[config.mk]
export PLATFORM = sky130hd
export DESIGN_NAME = limalert_top
export DESIGN_NICKNAME = d
export VERILOG_FILES = /design/src/rtl/limalert_pkg.sv /design/src/rtl/limalert_regs.sv /design/src/rtl/limalert_chan.sv /design/src/rtl/limalert_word.sv /design/src/rtl/limalert_top.sv
export SDC_FILE = /design/constraint.sdc
export NUM_CORES = 1
export LEC_CHECK = 0
export ABC_CLOCK_PERIOD_IN_PS = 5930
export CELL_PAD_IN_SITES_DETAIL_PLACEMENT = 0
export CELL_PAD_IN_SITES_GLOBAL_PLACEMENT = 1
export CORE_UTILIZATION = 27
export DETAILED_ROUTE_END_ITERATION = 16
export PLACE_DENSITY_LB_ADDON = 0.25
export SLEW_MARGIN = 0
export SYNTH_ARGS = -nofsm -noshare
export SYNTH_HDL_FRONTEND = slang
export SYNTH_SLANG_ARGS = --single-unit
[constraint.sdc]
create_clock -name clk -period 5.93 [get_ports clk]
set_input_delay 1.779 -clock clk [delete_from_list [all_inputs] [get_ports clk]]
set_output_delay 1.779 -clock clk [all_outputs]
set_load 0.02 [all_outputs]
[src/rtl/limalert_pkg.sv]
package limalert_pkg;
  typedef enum logic [1:0] {
    BANK_CEIL = 2'd0,
    BANK_FLOOR = 2'd1,
    BANK_HYST = 2'd2,
    BANK_STAT = 2'd3
  } bank_e;
endpackage

[src/rtl/limalert_regs.sv]
module limalert_regs
  import limalert_pkg::*;
#(
  parameter int NUM_CH = 4,
  parameter int DATA_W = 12,
  parameter int REG_W  = 16
) (
  input  logic                       clk,
  input  logic                       rst_n,
  input  logic                       wr_en,
  input  logic [$clog2(NUM_CH)+1:0]  addr,
  input  logic [REG_W-1:0]           wdata,
  input  logic [2*NUM_CH-1:0]        status,
  output logic [REG_W-1:0]           rdata,
  output logic [NUM_CH*DATA_W-1:0]   ceil_flat,
  output logic [NUM_CH*DATA_W-1:0]   floor_flat,
  output logic [NUM_CH*DATA_W-1:0]   hyst_flat
);
  localparam int CHW = $clog2(NUM_CH);
  localparam int AW  = CHW + 2;

  bank_e           bank;
  logic [CHW-1:0]  sel;
  logic [DATA_W-1:0] ceil_arr  [NUM_CH];
  logic [DATA_W-1:0] floor_arr [NUM_CH];
  logic [DATA_W-1:0] hyst_arr  [NUM_CH];

  assign bank = bank_e'(addr[AW-1 -: 2]);
  assign sel  = addr[CHW-1:0];

  for (genvar c = 0; c < NUM_CH; c++) begin : g_ch
    logic              ceil_en, floor_en, hyst_en;
    logic [DATA_W-1:0] ceil_q, floor_q, hyst_q;

    always_comb begin
      ceil_en  = wr_en && (bank == BANK_CEIL)  && (sel == CHW'(c));
      floor_en = wr_en && (bank == BANK_FLOOR) && (sel == CHW'(c));
      hyst_en  = wr_en && (bank == BANK_HYST)  && (sel == CHW'(c));
    end

    always_ff @(posedge clk or negedge rst_n) begin
      if (!rst_n) begin
        ceil_q  <= '1;
        floor_q <= '0;
        hyst_q  <= '0;
      end else begin
        if (ceil_en)  ceil_q  <= wdata[DATA_W-1:0];
        if (floor_en) floor_q <= wdata[DATA_W-1:0];
        if (hyst_en)  hyst_q  <= wdata[DATA_W-1:0];
      end
    end

    assign ceil_arr[c]  = ceil_q;
    assign floor_arr[c] = floor_q;
    assign hyst_arr[c]  = hyst_q;
    assign ceil_flat[c*DATA_W +: DATA_W]  = ceil_q;
    assign floor_flat[c*DATA_W +: DATA_W] = floor_q;
    assign hyst_flat[c*DATA_W +: DATA_W]  = hyst_q;
  end

  always_comb begin
    rdata = '0;
    unique case (bank)
      BANK_CEIL:  rdata = {{(REG_W-DATA_W){1'b0}}, ceil_arr[sel]};
      BANK_FLOOR: rdata = {{(REG_W-DATA_W){1'b0}}, floor_arr[sel]};
      BANK_HYST:  rdata = {{(REG_W-DATA_W){1'b0}}, hyst_arr[sel]};
      BANK_STAT:  if (sel == '0) rdata = {{(REG_W-2*NUM_CH){1'b0}}, status};
      default:    rdata = '0;
    endcase
  end
endmodule

[src/rtl/limalert_chan.sv]
module limalert_chan #(
  parameter int DATA_W = 12
) (
  input  logic              clk,
  input  logic              rst_n,
  input  logic              hit,
  input  logic [DATA_W-1:0] data,
  input  logic [DATA_W-1:0] ceil_lim,
  input  logic [DATA_W-1:0] floor_lim,
  input  logic [DATA_W-1:0] hyst,
  input  logic              clr,
  output logic              hi_alert,
  output logic              lo_alert,
  output logic              hi_nxt,
  output logic              lo_nxt
);
  logic              over, under, back_hi, back_lo, upd_en;
  logic [DATA_W-1:0] hi_release, lo_release;
  logic [DATA_W:0]   lo_sum;
  logic              hi_q, lo_q;

  // Release thresholds, clamped to the code range
  always_comb begin
    hi_release = (ceil_lim >= hyst) ? (ceil_lim - hyst) : '0;
    lo_sum     = {1'b0, floor_lim} + {1'b0, hyst};
    lo_release = lo_sum[DATA_W] ? '1 : lo_sum[DATA_W-1:0];
    over       = data > ceil_lim;
    under      = data < floor_lim;
    back_hi    = data <= hi_release;
    back_lo    = data >= lo_release;
  end

  // Next state: a new violation wins over a clear
  always_comb begin
    hi_nxt = hi_q;
    lo_nxt = lo_q;
    if (hit && over)         hi_nxt = 1'b1;
    else if (clr)            hi_nxt = 1'b0;
    else if (hit && back_hi) hi_nxt = 1'b0;
    if (hit && under)        lo_nxt = 1'b1;
    else if (clr)            lo_nxt = 1'b0;
    else if (hit && back_lo) lo_nxt = 1'b0;
    upd_en = hit || clr;
  end

  always_ff @(posedge clk or negedge rst_n) begin
    if (!rst_n) begin
      hi_q <= 1'b0;
      lo_q <= 1'b0;
    end else if (upd_en) begin
      hi_q <= hi_nxt;
      lo_q <= lo_nxt;
    end
  end

  assign hi_alert = hi_q;
  assign lo_alert = lo_q;
endmodule

[src/rtl/limalert_word.sv]
module limalert_word #(
  parameter int DATA_W = 12,
  parameter int CHW    = 2,
  parameter int REG_W  = 16
) (
  input  logic              clk,
  input  logic              rst_n,
  input  logic              valid,
  input  logic [CHW-1:0]    chan,
  input  logic [DATA_W-1:0] data,
  input  logic              flag,
  output logic              word_valid,
  output logic [REG_W-1:0]  word_out
);
  logic [REG_W-1:0] word_d, word_q;
  logic             vld_q;

  always_comb begin
    word_d = {flag, 1'b0, chan, data};
  end

  always_ff @(posedge clk or negedge rst_n) begin
    if (!rst_n) begin
      vld_q  <= 1'b0;
      word_q <= '0;
    end else begin
      vld_q <= valid;
      if (valid) word_q <= word_d;
    end
  end

  assign word_valid = vld_q;
  assign word_out   = word_q;
endmodule

[src/rtl/limalert_top.sv]
module limalert_top #(
  parameter int NUM_CH      = 4,
  parameter int DATA_W      = 12,
  parameter int REG_W       = 16,
  parameter int NARROW_DROP = 2
) (
  input  logic                        clk,
  input  logic                        rst_n,
  input  logic                        res_valid,
  input  logic [$clog2(NUM_CH)-1:0]   res_chan,
  input  logic [DATA_W-1:0]           res_data,
  input  logic                        mode_10b,
  input  logic                        alert_clr,
  input  logic                        reg_wr,
  input  logic [$clog2(NUM_CH)+1:0]   reg_addr,
  input  logic [REG_W-1:0]            reg_wdata,
  output logic [REG_W-1:0]            reg_rdata,
  output logic                        alert,
  output logic                        word_valid,
  output logic [REG_W-1:0]            word_out
);
  localparam int CHW = $clog2(NUM_CH);

  logic [DATA_W-1:0]          data_eff;
  logic [NUM_CH*DATA_W-1:0]   ceil_flat, floor_flat, hyst_flat;
  logic [2*NUM_CH-1:0]        alert_vec, nxt_vec;
  logic                       flag_nxt;

  always_comb begin
    data_eff = res_data;
    if (mode_10b) data_eff[NARROW_DROP-1:0] = '0;
  end

  limalert_regs #(.NUM_CH(NUM_CH), .DATA_W(DATA_W), .REG_W(REG_W)) u_regs (
    .clk        (clk),
    .rst_n      (rst_n),
    .wr_en      (reg_wr),
    .addr       (reg_addr),
    .wdata      (reg_wdata),
    .status     (alert_vec),
    .rdata      (reg_rdata),
    .ceil_flat  (ceil_flat),
    .floor_flat (floor_flat),
    .hyst_flat  (hyst_flat)
  );

  for (genvar c = 0; c < NUM_CH; c++) begin : g_mon
    logic hit;
    assign hit = res_valid && (res_chan == CHW'(c));
    limalert_chan #(.DATA_W(DATA_W)) u_chan (
      .clk       (clk),
      .rst_n     (rst_n),
      .hit       (hit),
      .data      (data_eff),
      .ceil_lim  (ceil_flat[c*DATA_W +: DATA_W]),
      .floor_lim (floor_flat[c*DATA_W +: DATA_W]),
      .hyst      (hyst_flat[c*DATA_W +: DATA_W]),
      .clr       (alert_clr),
      .hi_alert  (alert_vec[c]),
      .lo_alert  (alert_vec[NUM_CH+c]),
      .hi_nxt    (nxt_vec[c]),
      .lo_nxt    (nxt_vec[NUM_CH+c])
    );
  end

  assign flag_nxt = |nxt_vec;
  assign alert    = |alert_vec;

  limalert_word #(.DATA_W(DATA_W), .CHW(CHW), .REG_W(REG_W)) u_word (
    .clk        (clk),
    .rst_n      (rst_n),
    .valid      (res_valid),
    .chan       (res_chan),
    .data       (data_eff),
    .flag       (flag_nxt),
    .word_valid (word_valid),
    .word_out   (word_out)
  );
endmodule

==> run metrics, run 1 <==
pin count of the biggest net entering global routing=slightly below 100; Critical Path Fanout Max=8; status=complete, no violations; initial antenna violation count=9; Initial Util=~28%; share of layout cells above drive strength 1=15.6%; fin area=approximately 0.019 mm²; Area Growth Syn to Fin=16.1%; final WL=between 60000 and 70000 µm; Clock Latency Late Sink=460 ps; synth unique cells=68; cells after synthesis=between 1500 and 2000; PD cells=roughly 400 mW/mm²; Peak VDD IR=around 230 µV; All-Layer GR Usage=21.6%; slowest cell on the critical path=clkdlybuf4s50_1; final estimated routing congestion in global placement=approximately 0.94; Sink Count=168; buffer and inverter count on the worst path=5; cts bufs inserted=17; Lkg Pwr=between 8 and 9 nW; CTS tree=built; drt first pass iters=6; # H-tree levels=4; grt ovf=0; worst-margin pin slew=approximately 1200 ps; CORE AREA=0.0581 mm²; most frequent cells in the layout=ha_1 (284), nand2_1 (179), inv_1 (156); Post-CTS Hold Buffers=0; Final Hold Fails=0; Core Rows=88; setup TNS=0 ps; Die ar.=~0.060 mm²; syn_area_per_cell=between 9 and 10 µm²; Top FF cell, synth=dfrtp_1; IO buf count=64; Finished Layout Cells=around 2600; post-route ant nets=0; Post-DP HPWL=50100 µm; minimum hold slack=slightly above 500 ps; Tmin final=about 5900 ps; crit path DAT=approximately 4100 ps; Crit path largest cell delay=between 600 and 700 ps; first-pass GRT wire length=just over 90000 µm; clock skew=between 10 and 15 ps; EDFF count, synth=0; headroom to the max-slew limit=19.2%; CTS resizes=0; Crit Path Class=in -> out; Crit path required time=between 4000 and 5000 ps; clock root cell=clkbuf_16; total power=around 7.5 mW; placed insts=2598; Die X=approximately 250 µm; vias per cell=5.26; Layout Nets=between 2000 and 2500; I/O pins=74; CP top delay family=buffers and inverters; endpoints failing setup=0; max-cap violation count=0; Max Slew Vio Count=0; Clock Tree Buf Depth=2; post-synthesis sequential area ratio=approximately a quarter; CP Capture Type=output pin; Wirelength per Cell=24.3 µm; Initial DRC Count=between 900 and 1000; Die H=between 200 and 250 µm; Post-Syn Area=between 0.015 and 0.02 mm²; dpl cell area=about 0.018 mm²; worst min path class=reg -> reg; vias in the first global route=around 14000; period utilisation layout=between 90% and 100%; Residual DRC=0; FF+latch count, synth=roughly 170; yosys warns=0; commonest non-fill, non-tap cell in the layout=ha_1; Max Fclk=~0.17 GHz; Async SR Flop Fraction=100%; Setup Buffers After CTS=0; RSZ-0062 raised after global routing=no; CTS clk-pin slew, worst paths=80 ps; CP Cell Sequence=clkdlybuf4s50_1, inv_1, nor3_1, buf_4, a221oi_1, a31oi_1, buf_4, clkdlybuf4s50_1; Startpoint Class=primary input; total vias in the final route=around 14000
registers in the layout, summed over array words and instances (netlist names):
signal	flops
g_mon.u_chan.hi_alert	4
u_regs.g_ch.floor_q	48
u_regs.g_ch.ceil_q	48
u_word.word_out	15
u_word.word_valid	1
g_mon.u_chan.lo_alert	4
u_regs.g_ch.hyst_q	48
metal layers:
metal	track usage [%]	part of all wire, %	up-vias
met4	7.40	3.1	12
met1	28.7	45	6805
li1	-	-	6549
met5	0	0.11	-
met2	34.5	45	397
met3	4.49	6.3	92
synthesized netlist by cell type, types with 18 or more instances:
master	n	share of area [%]
ha_1	284	22
nand2_1	179	4.2
inv_1	156	3.7
o21ai_0	129	4.0
dfrtp_1	120	19
nor2_1	112	2.6
a21oi_1	90	2.8
mux2_2	80	5.6
xnor2_1	55	3.0
dfstp_2	48	7.9
clkbuf_1	47	1.1
mux4_2	36	5.1
nor2b_1	35	1.4
a21o_1	34	1.6
nand3_1	33	1.0
nand4_1	31	1.2
nor3_1	25	0.78
a211oi_1	18	0.84
kinds of logic after synthesis:
| group | synth area share, % |
|---|---|
| AOI/OAI and AO/OA | 15.8 |
| xor gates and xnor gates | 3.72 |
| adders and majority gates | 23.2 |
| buffers and inverters | 5.29 |
| DFF | 26.6 |
| muxes | 10.9 |
| other | 0.0234 |
| and+or+nand+nor | 14.5 |
through the flow:
stage	utilization [%]	worst slack (ps)
floorplan	-	605
global placement	30.9	121
detailed placement	30.9	130
CTS	32.0	129
global route	32.0	8.85
finish	32.0	29.9
where the power goes:
| part | leakage [nW] | switching [mW] | internal [mW] |
|---|---|---|---|
| registers | 1.95 | 0.518 | 1.46 |
| logic | 6.01 | 2.32 | 1.96 |
| clock network | 0.297 | 0.548 | 0.646 |
area by class of cell:
class / count / area [µm²]
fillers: 6041 / 39500
well taps: 765 / 957
diodes: 2 / 5.00
multi-input cells: 1377 / 11000
flip-flops and latches: 168 / 4260
clock inverters: 13 / 158
repair buffers: 129 / 1240
inverters: 159 / 597
clock buffers: 19 / 443
path summary, 6_finish.rpt:
check	from	end	slack (ps)	cells past startpoint
max	reg_addr[2]	reg_rdata[1]	30	8
max reg2reg	u_regs.g_ch[3].hyst_q[0]	u_word.word_out[15]	350	16
max in group asynchronous	rst_n	u_regs.g_ch[0].floor_q[1]	3560	2
min reg2reg	u_word.word_out[13]	u_word.word_out[13]	510	1
min	u_word.word_out[13]	u_word.word_out[13]	510	1
min in group asynchronous	rst_n	g_mon[3].u_chan.hi_alert	1370	1
No activity file was read; power rests on OpenSTA's default activity.
==> inputs of run 2 (changes only) <==
--- a/config.mk
+++ b/config.mk
@@ -8,10 +8,10 @@
 export ABC_CLOCK_PERIOD_IN_PS = 5930
 export CELL_PAD_IN_SITES_DETAIL_PLACEMENT = 0
 export CELL_PAD_IN_SITES_GLOBAL_PLACEMENT = 1
-export CORE_UTILIZATION = 27
+export CORE_UTILIZATION = 40
 export DETAILED_ROUTE_END_ITERATION = 16
 export PLACE_DENSITY_LB_ADDON = 0.25
-export SLEW_MARGIN = 0
+export SLEW_MARGIN = 15
 export SYNTH_ARGS = -nofsm -noshare
 export SYNTH_HDL_FRONTEND = slang
 export SYNTH_SLANG_ARGS = --single-unit
==> run 2 against run 1 <==
  * Count of clock-buffer cells in the layout unchanged
  * Routed wire length down 9.9%
  * Global-route usage up 7.0 points
  * Maximum frequency up 2.8%
  * Via count up 0.22%
  * Critical path depth down 1
  * Hold slack worse by 4.9 ps
  * Flip-flop and latch count unchanged
  * Sequential share of layout area up 0.56 points
  * Clock power up 3%
  * Cell area down 2.4%
==> run metrics, run 2 (synthesis results as in run 1) <==
status=complete, no violations (unchanged); Lkg Pwr=8.18 nW (was 8.26 nW); Max Slew Vio Count=0 (unchanged); Initial DRC Count=1067 (was 924); Residual DRC=0 (unchanged); post-route ant nets=0 (unchanged); final estimated routing congestion in global placement=0.952 (was 0.941); worst min path class=reg -> reg (unchanged); Peak VDD IR=160 µV (was 225 µV); I/O pins=74 (unchanged); Worst R2R Start=u_regs.g_ch[2].ceil_q[0] (was u_regs.g_ch[3].hyst_q[0]); minimum hold slack=505 ps (was 510 ps); All-Layer GR Usage=28.6% (was 21.6%); CTS tree=built (unchanged); Area Growth Syn to Fin=13.3% (was 16.1%); Crit Path Class=in -> out (unchanged); Clock Latency Late Sink=460 ps (about the same); crit path DAT=3960 ps (was 4120 ps); vias per cell=5.86 (was 5.26); CTS clk-pin slew, worst paths=70 ps (was 80 ps); drt first pass iters=5 (was 6); Startpoint Class=primary input (unchanged); r2r setup slk=240 ps (was 350 ps); Hold Path Sink=u_word.word_out[8] (was u_word.word_out[13]); Final Hold Fails=0 (unchanged); Fill cells=3814 (was 6041); Max Fclk=0.174 GHz (was 0.169 GHz); final worst slack=191 ps (was 29.9 ps); headroom to the max-slew limit=21.8% (was 19.2%); endpoints failing setup=0 (unchanged); Post-Place Worst Slack=252 ps (was 130 ps); vias in the first global route=13658 (was 13807); period utilisation layout=96.8% (was 99.5%); Setup Buffers After CTS=0 (unchanged); clock skew=11.0 ps (was 14.3 ps); R2R cell count=21 (was 16); first-pass GRT wire length=85200 µm (was 93000 µm); share of layout cells above drive strength 1=14.8% (was 15.6%); Hold Path Stages=1 (unchanged); RR Endpoint=u_word.word_out[15] (unchanged); max-cap violation count=0 (unchanged); # H-tree levels=4 (unchanged); commonest non-fill, non-tap cell in the layout=ha_1 (unchanged); Die ar.=0.0409 mm² (was 0.0604 mm²); Core Rows=72 (was 88); footprint of the multi-input gates=0.0109 mm² (was 0.0110 mm²); RSZ-0062 raised after global routing=no (unchanged); top flop regs=u_regs.g_ch.ceil_q (48), u_regs.g_ch.floor_q (48), u_regs.g_ch.hyst_q (48) (unchanged); Critical Path Fanout Max=8 (unchanged); setup TNS=0 ps (unchanged); total vias in the final route=13885 (was 13855); Sink Count=168 (unchanged); clock root cell=clkbuf_16 (unchanged); Wirelength per Cell=24.3 µm (about the same); Post-DP HPWL=45300 µm (was 50100 µm); Clock Tree Buf Depth=2 (unchanged); PD cells=406 mW/mm² (was 400 mW/mm²); post-layout util=46.5% (was 32.0%); Tmin final=5740 ps (was 5900 ps); IO buf count=64 (unchanged); min-delay src=u_word.word_out[8] (was u_word.word_out[13]); Crit path required time=4150 ps (about the same); worst-margin pin slew=1170 ps (was 1210 ps); Die X=202 µm (was 246 µm); Sequential Area=0.00426 mm² (unchanged); Inserted Diodes=0 (was 2); pin count of the biggest net entering global routing=89 (was 97); most frequent cells in the layout=ha_1 (284), nand2_1 (179), inv_1 (156) (unchanged); total power=7.37 mW (was 7.45 mW); final WL=57700 µm (was 64000 µm); Initial Util=41.0% (was 27.6%); cts bufs inserted=17 (unchanged); CP Capture Type=output pin (unchanged); initial antenna violation count=1 (was 9); Die H=202 µm (was 246 µm); CORE AREA=0.0391 mm² (was 0.0581 mm²); Post-CTS Hold Buffers=0 (unchanged); grt ovf=0 (unchanged); Layout Nets=2172 (was 2184)
[run 2: cell types whose count changed in the layout (fill, tap and decap cells not counted), sizes merged]
cell | previous run | this run
clkinvlp | 0 | 2
diode | 2 | 0
clkinv | 6 | 4
bufinv | 2 | 3
inv | 164 | 163
clkdlybuf4s50 | 58 | 61
buf | 71 | 56
[run 2: stage by stage]
step / area [µm²] / std cells
finish: 18200 / 2371
global route: 18200 / 2371
CTS: 18200 / 2371
detailed placement: 17500 / 2339
global placement: 17500 / 2339
floorplan: 16000 / 1764
[run 2: timing repair]
| action | 4_1_cts | 5_1_grt |
|---|---|---|
| resized for setup | 0 | 1 |
| endpoints found under the hold margin | 0 | 0 |
| endpoints found under the setup margin | 0 | 1 |
[run 2: layout make-up]
| type | instances | share of cell area (%) |
|---|---|---|
| multi-input cells | 1377 | 60.2 |
| repair buffers | 117 | 6.01 |
| inverters | 159 | 3.29 |
| flip-flops and latches | 168 | 23.5 |
| clock buffers | 19 | 2.44 |
| clock inverters | 13 | 0.992 |
| well taps | 518 | 3.57 |
[run 2: power by group]
part	leakage [nW]	total [mW]	switching [mW]	internal (mW)
clock network	0.299	1.23	0.544	0.687
registers	1.95	1.94	0.474	1.46
logic	5.93	4.20	2.27	1.93
[run 2: routing by layer]
metal / part of all wire, % / up-vias / GRT usage [%]
li1: - / 6529 / -
met2: 46 / 448 / 46.5
met4: 3.7 / 0 / 10.8
met1: 44 / 6814 / 38.0
met3: 6.8 / 94 / 5.00
met5: 0 / - / 0
[run 2: worst max path at each step]
stage                     cells after the start                      from                   to
final                                         7               reg_addr[2]         reg_rdata[5]
after global routing                         20  u_regs.g_ch[3].ceil_q[0]  u_word.word_out[15]
after CTS                                     7               reg_addr[2]         reg_rdata[5]
after detailed placement                      7               reg_addr[2]         reg_rdata[5]
after global placement                        7               reg_addr[0]         reg_rdata[9]
after floorplan                               6               reg_addr[1]         reg_rdata[9]
[run 2: critical path, cell delays in order]
cell,delay (ps)
clkdlybuf4s50_1,590
inv_1,90
nor3_1,140
buf_4,190
a221oi_1,90
a31oi_1,390
clkdlybuf4s50_1,690
